File: config.mk
export PLATFORM = sky130hd
export DESIGN_NAME = frz_perf_mon
export DESIGN_NICKNAME = d
export VERILOG_FILES = /design/src/rtl/pmon_pkg.sv /design/src/rtl/pmon_ctrl.sv /design/src/rtl/pmon_counter.sv /design/src/rtl/frz_perf_mon.sv
export SDC_FILE = /design/constraint.sdc
export NUM_CORES = 2
export LEC_CHECK = 0
export CORE_ASPECT_RATIO = 0.6
export CORE_MARGIN = 5
export CORE_UTILIZATION = 55
export DETAILED_ROUTE_END_ITERATION = 8
export PLACE_DENSITY = 0.69
export SLEW_MARGIN = 20
export SYNTH_ARGS = -nofsm -noshare
export SYNTH_HDL_FRONTEND = slang
export SYNTH_SLANG_ARGS = --single-unit
File: constraint.sdc
create_clock -name clk -period 5.8 [get_ports clk]
set_input_delay 0.87 -clock clk [delete_from_list [all_inputs] [get_ports clk]]
set_output_delay 0.87 -clock clk [all_outputs]
set_load 0.02 [all_outputs]
File: src/rtl/pmon_pkg.sv
package pmon_pkg;
  localparam int NUM_CNT     = 6;
  localparam int GRP_A_SIZE  = 4;
  localparam int FRZ_ALL_BIT = 31;
  localparam int FRZ_A_BIT   = 5;
  localparam int FRZ_B_BIT   = 4;
  localparam int ADDR_CTL    = 0;
  localparam int ADDR_SEL    = 1;
  localparam int ADDR_CNT0   = 2;
  localparam int CODE_W      = 8;
  localparam logic [63:0] CTL_RESET = 64'h0000_0000_8000_0000;

  typedef enum logic [1:0] {EV_NONE, EV_CYC, EV_INST} ev_e;

  // Event decode for counter index idx (0-based).
  function automatic ev_e ev_decode(input int idx, input logic [63:0] sel);
    logic [CODE_W-1:0] code;
    ev_e r;
    code = sel[(GRP_A_SIZE-1-idx)*CODE_W +: CODE_W];
    r = EV_NONE;
    if (idx == GRP_A_SIZE) r = EV_INST;
    else if (idx == GRP_A_SIZE+1) r = EV_CYC;
    else begin
      case (code)
        8'h02: r = EV_INST;
        8'h1E: r = EV_CYC;
        8'hF0: r = (idx == 0) ? EV_CYC  : EV_NONE;
        8'hFE: r = (idx == 0) ? EV_INST : EV_NONE;
        default: r = EV_NONE;
      endcase
    end
    return r;
  endfunction

  function automatic logic grp_frozen(input int idx, input logic [63:0] ctl);
    return (idx < GRP_A_SIZE) ? ctl[FRZ_A_BIT] : ctl[FRZ_B_BIT];
  endfunction
endpackage

File: src/rtl/pmon_ctrl.sv
module pmon_ctrl
  import pmon_pkg::*;
#(
  parameter int DW = 64
) (
  input  logic          clk,
  input  logic          rst_n,
  input  logic          ctl_we,
  input  logic          sel_we,
  input  logic [DW-1:0] wdata,
  output logic [DW-1:0] ctl_q,
  output logic [DW-1:0] sel_q,
  output logic          start_sess,
  output logic [NUM_CNT-1:0] commit_vec
);
  logic old_run, new_run;

  assign old_run    = ~ctl_q[FRZ_ALL_BIT];
  assign new_run    = ~wdata[FRZ_ALL_BIT];
  assign start_sess = ctl_we & ~old_run & new_run;

  // Decisions use the control value held before the write.
  always_comb begin
    for (int i = 0; i < NUM_CNT; i++) begin
      commit_vec[i] = ctl_we & old_run &
                      (~new_run | (grp_frozen(i, ctl_q) != grp_frozen(i, wdata)));
    end
  end

  always_ff @(posedge clk) begin
    if (!rst_n) begin
      ctl_q <= CTL_RESET;
      sel_q <= '0;
    end else begin
      if (ctl_we) ctl_q <= wdata;
      if (sel_we) sel_q <= wdata;
    end
  end
endmodule

File: src/rtl/pmon_counter.sv
module pmon_counter
  import pmon_pkg::*;
#(
  parameter int CW = 32
) (
  input  logic          clk,
  input  logic          rst_n,
  input  ev_e           ev,
  input  logic          run_en,
  input  logic          cyc_tick,
  input  logic          inst_ret,
  input  logic          commit,
  input  logic          clear_pend,
  input  logic          ld_we,
  input  logic [CW-1:0] ld_data,
  output logic [CW-1:0] value,
  output logic [CW-1:0] pending,
  output logic          inc
);
  logic [CW-1:0] pend_sum;

  assign inc = run_en & (((ev == EV_CYC) & cyc_tick) | ((ev == EV_INST) & inst_ret));
  assign pend_sum = pending + CW'(inc);

  always_ff @(posedge clk) begin
    if (!rst_n) begin
      value   <= '0;
      pending <= '0;
    end else if (ld_we) begin
      value   <= ld_data;
      pending <= '0;
    end else if (commit) begin
      value   <= value + pend_sum;
      pending <= '0;
    end else if (clear_pend) begin
      pending <= '0;
    end else begin
      pending <= pend_sum;
    end
  end
endmodule

File: src/rtl/frz_perf_mon.sv
module frz_perf_mon
  import pmon_pkg::*;
#(
  parameter int CW = 32,
  parameter int DW = 64,
  parameter int AW = 4
) (
  input  logic          clk,
  input  logic          rst_n,
  input  logic          reg_we,
  input  logic [AW-1:0] reg_addr,
  input  logic [DW-1:0] reg_wdata,
  output logic [DW-1:0] reg_rdata,
  input  logic          cyc_tick,
  input  logic          inst_ret
);
  localparam int FLAT_W = NUM_CNT * CW;

  logic [DW-1:0]      ctl_q, sel_q;
  logic               start_sess;
  logic [NUM_CNT-1:0] commit_vec, inc_vec;
  logic [CW-1:0]      cnt_val [NUM_CNT];
  logic [CW-1:0]      cnt_pnd [NUM_CNT];
  logic [FLAT_W-1:0]  val_flat, pend_flat;
  logic               ctl_we, sel_we;

  assign ctl_we = reg_we & (reg_addr == AW'(ADDR_CTL));
  assign sel_we = reg_we & (reg_addr == AW'(ADDR_SEL));

  pmon_ctrl #(.DW(DW)) u_ctrl (
    .clk(clk), .rst_n(rst_n), .ctl_we(ctl_we), .sel_we(sel_we),
    .wdata(reg_wdata), .ctl_q(ctl_q), .sel_q(sel_q),
    .start_sess(start_sess), .commit_vec(commit_vec)
  );

  for (genvar i = 0; i < NUM_CNT; i++) begin : g_cnt
    ev_e  ev_i;
    logic run_i, ld_i;
    assign ev_i  = ev_decode(i, sel_q);
    assign run_i = ~ctl_q[FRZ_ALL_BIT] & ~grp_frozen(i, ctl_q);
    assign ld_i  = reg_we & (reg_addr == AW'(ADDR_CNT0 + i));

    pmon_counter #(.CW(CW)) u_cnt (
      .clk(clk), .rst_n(rst_n), .ev(ev_i), .run_en(run_i),
      .cyc_tick(cyc_tick), .inst_ret(inst_ret),
      .commit(commit_vec[i]), .clear_pend(start_sess),
      .ld_we(ld_i), .ld_data(reg_wdata[CW-1:0]),
      .value(cnt_val[i]), .pending(cnt_pnd[i]), .inc(inc_vec[i])
    );

    assign val_flat[i*CW +: CW]  = cnt_val[i];
    assign pend_flat[i*CW +: CW] = cnt_pnd[i];
  end

  always_comb begin
    reg_rdata = '0;
    if (reg_addr == AW'(ADDR_CTL)) reg_rdata = ctl_q;
    if (reg_addr == AW'(ADDR_SEL)) reg_rdata = sel_q;
    for (int i = 0; i < NUM_CNT; i++) begin
      if (reg_addr == AW'(ADDR_CNT0 + i)) reg_rdata = DW'(cnt_val[i]);
    end
  end
endmodule

==> metrics <==
clock root cell clkbuf_16; DR DRC count 0; share of synthesized registers carrying an async set or reset 0; clock tree buffer depth 3; Power Density around 200 nW/um^2; Period Utilization, post-route 0.945; critical path endpoint category register; Mapped Avg Cell Area between 8 and 9 sq um; Area Overhead vs Synth 19.1%; number of global-route vias before repair 28001; Routed Antenna Nets 0; Worst-Skew Late Latency around 0.63 ns; Fmax 182 MHz; share of the yosys chip area belonging to registers 0.323; Die X-Extent 320 um; Worst Setup SP cyc_tick; CP arrival 5.94 ns; outcome finished clean; drt pass-1 iters 6; hold depth 2; # setup viols final 0; TNS Setup 0 ns; final WL 110000 um; antenna violations before repair 1; Period minus WS final 5.48 ns; worst ir drop on vdd 0.000202 V; # fillers 4993; I/O Buffers 136; Total Die Area 62800 sq um; worst reg2reg path depth 22; clk sinks 512; Setup Skew 0.0276 ns; GRT overflow 0; WS Path Type input port to register; CP Launch Type input port; Yosys warnings 0; Synth Net Count between 4000 and 5000; core area 57300 sq um; clk slew on worst S/H paths 0.06 ns; Finished Cell Area between 30000 and 40000 sq um; worst reg2reg startpoint u_ctrl.ctl_q[5]; HP Class register to register; Avg WL per Cell 21.7 um; fin nets 4529; drt via density 6.16; Worst slew margin 0.283; CTS H-tree lvls 2; Req. time, crit path 6.26 ns; pin count of the biggest net entering global routing 126; synth unique cells 81; TritonCTS clock tree yes; First DRT Iteration DRCs about 4000; reg2reg end g_cnt[0].u_cnt.value[29]; Placement Rows a little under 70; Final GP Congestion 1.01; Starting Density 0.554; Boundary Pins about 140; EDFF count, synth 0; Post-DP HPWL 79400 um; r2r setup slk between 0.3 and 0.4 ns; Cell Area, Synth 31700 sq um; cts bufs inserted 53; routed vias 31179; post-placement cell area 35900 sq um; Post-Synthesis Cells 3947; share of cells above drive strength 1 0.120; Fin. Hold Viols 0; worst setup path end g_cnt[0].u_cnt.value[29]; Die Ht 196 um; CP max FO 6; Hold Worst Slack 0.453 ns; worst slew pin tran 1.07 ns; total track usage 0.335; Lkg Pwr 16.0 nW; Yosys reg bits 512; max-cap violation count 0; Slew Limit Fails 0; Post-synth top flop dfxtp_1; first-pass GRT wire length between 150000 and 200000 um
==> flip-flops by register name (all words and copies together), names as in the netlist <==
signal               flops
u_ctrl.ctl_q            64
g_cnt.u_cnt.value      192
u_ctrl.sel_q            64
g_cnt.u_cnt.pending    192
==> area by class of cell <==
cell class / instances / area (sq um) / area share
Clock buffer: 81 / 1570 / 0.0416
Antenna cell: 1 / 2.50 / 0.0000662
Sequential cell: 512 / 10200 / 0.271
Timing Repair Buffer: 499 / 4170 / 0.110
Multi-Input combinational cell: 3121 / 20400 / 0.539
Inverter: 65 / 251 / 0.00665
Clock inverter: 16 / 213 / 0.00563
Tap cell: 770 / 963 / 0.0255
==> stage by stage <==
step / util / std cells / worst slack, ns / total power, mW
after floorplan: - / 3947 / 0.903 / 3.88
after global placement: 0.627 / 4967 / -0.206 / 4.10
after detailed placement: 0.627 / 4967 / -0.346 / 4.10
after CTS: 0.658 / 5064 / 0.292 / 7.67
after global routing: 0.659 / 5064 / -0.0212 / 7.87
final: 0.659 / 5065 / 0.317 / 7.66
==> logic make-up after synthesis <==
kind of cell / synth area share
xor+xnor: 0.0933
fa+ha+maj: 0.0818
compound gates: 0.245
simple gates: 0.211
mux: 0.00540
buf+inv: 0.0407
flops: 0.323
==> how the worst min path moves through the flow <==
stage / from / to
floorplan: u_ctrl.ctl_q[13] / u_ctrl.ctl_q[13]
global placement: u_ctrl.ctl_q[3] / u_ctrl.ctl_q[3]
detailed placement: u_ctrl.sel_q[57] / u_ctrl.sel_q[57]
CTS: u_ctrl.sel_q[52] / u_ctrl.sel_q[52]
global route: u_ctrl.sel_q[38] / u_ctrl.sel_q[38]
finish: u_ctrl.sel_q[52] / u_ctrl.sel_q[52]
==> metal layers <==
metal | track usage | wire length (um)
met2 | 0.440 | 40400
met4 | 0.107 | 4010
met5 | 0 | 19
met3 | 0.102 | 14000
met1 | 0.514 | 51300
==> cells in the final DEF, fill, tap and decap left out, types with 35 or more instances in the layout <==
cell type        Yosys  final
buf_4               28    356
a21o_1              91     91
ha_1               198    198
nand3_1            120    120
xnor2_1            200    200
clkdlybuf4s50_1      0    135
inv_1               65     64
nand4_1             47     47
a22o_1              35     35
nor2_1             222    213
nor2b_1            120    120
a21oi_1            419    419
clkbuf_16            0     55
xor2_1             133    133
nand2_1            544    541
a22oi_1            205    205
and3_1             177    177
o21ai_0            100     99
dfxtp_1            512    512
a211oi_1            43     43
==> timing repair <==
item / 4_1_cts / 5_1_grt
hold buffers: 0 / 0
resized for setup: 0 / 17
endpoints found under the setup margin: 0 / 14
setup buffers: 0 / 0
==> synthesized netlist by cell type (7+ instances only) <==
cell      instances  area (sq um)
a211oi_1         43           323
a21o_1           91           683
a21oi_1         419          2100
a221oi_1         28           245
a222oi_1         11           110
a22o_1           35           307
a22oi_1         205          1540
a311oi_1          7          61.3
a31oi_1          25           156
a41oi_1          31           272
and2_1           19           119
and3_1          177          1110
and4_1           16           140
buf_1            15          56.3
buf_4            28           210
clkbuf_1        204           766
dfxtp_1         512         10200
ha_1            198          2480
inv_1            65           244
mux2i_1          16           160
nand2_1         544          2040
nand2b_1         27           169
nand3_1         120           601
nand4_1          47           294
nor2_1          222           833
nor2b_1         120           751
nor3_1           32           160
nor4_1            8          50.1
nor4b_1           7          61.3
o211ai_1         24           180
o21a_1           17           128
o21ai_0         100           500
o21ai_1           8          40.0
o21bai_1         29           218
o221ai_1         11          96.3
o22ai_1          33           206
or2_2             7          43.8
or3_1            19           119
xnor2_1         200          1750
xor2_1          133          1160
==> worst max-delay path, stage by stage <==
cell,delay (ns)
clkdlybuf4s50_1,0.51
buf_12,0.16
o21ai_0,0.08
a21boi_0,0.19
a31oi_1,0.08
nor3_2,0.19
buf_4,0.16
ha_1,0.18
ha_1,0.18
nand4_1,0.26
nor4b_2,0.39
and2_1,0.24
nand2_1,0.08
xnor2_1,0.16
ha_1,0.35
nand2_1,0.08
or3_1,0.32
a211oi_1,0.58
o21ai_1,0.21
nand2b_1,0.15
buf_4,0.13
a21o_1,0.11
a21oi_1,0.07
xor2_1,0.14
o22ai_1,0.09
==> power by group <==
part / switching (mW) / internal, mW / total [mW]
registers: 0.0268 / 3.54 / 3.57
logic: 0.307 / 0.158 / 0.465
clock network: 1.53 / 2.09 / 3.62
total: 1.86 / 5.79 / 7.66
(Power assumes the default switching activity.)
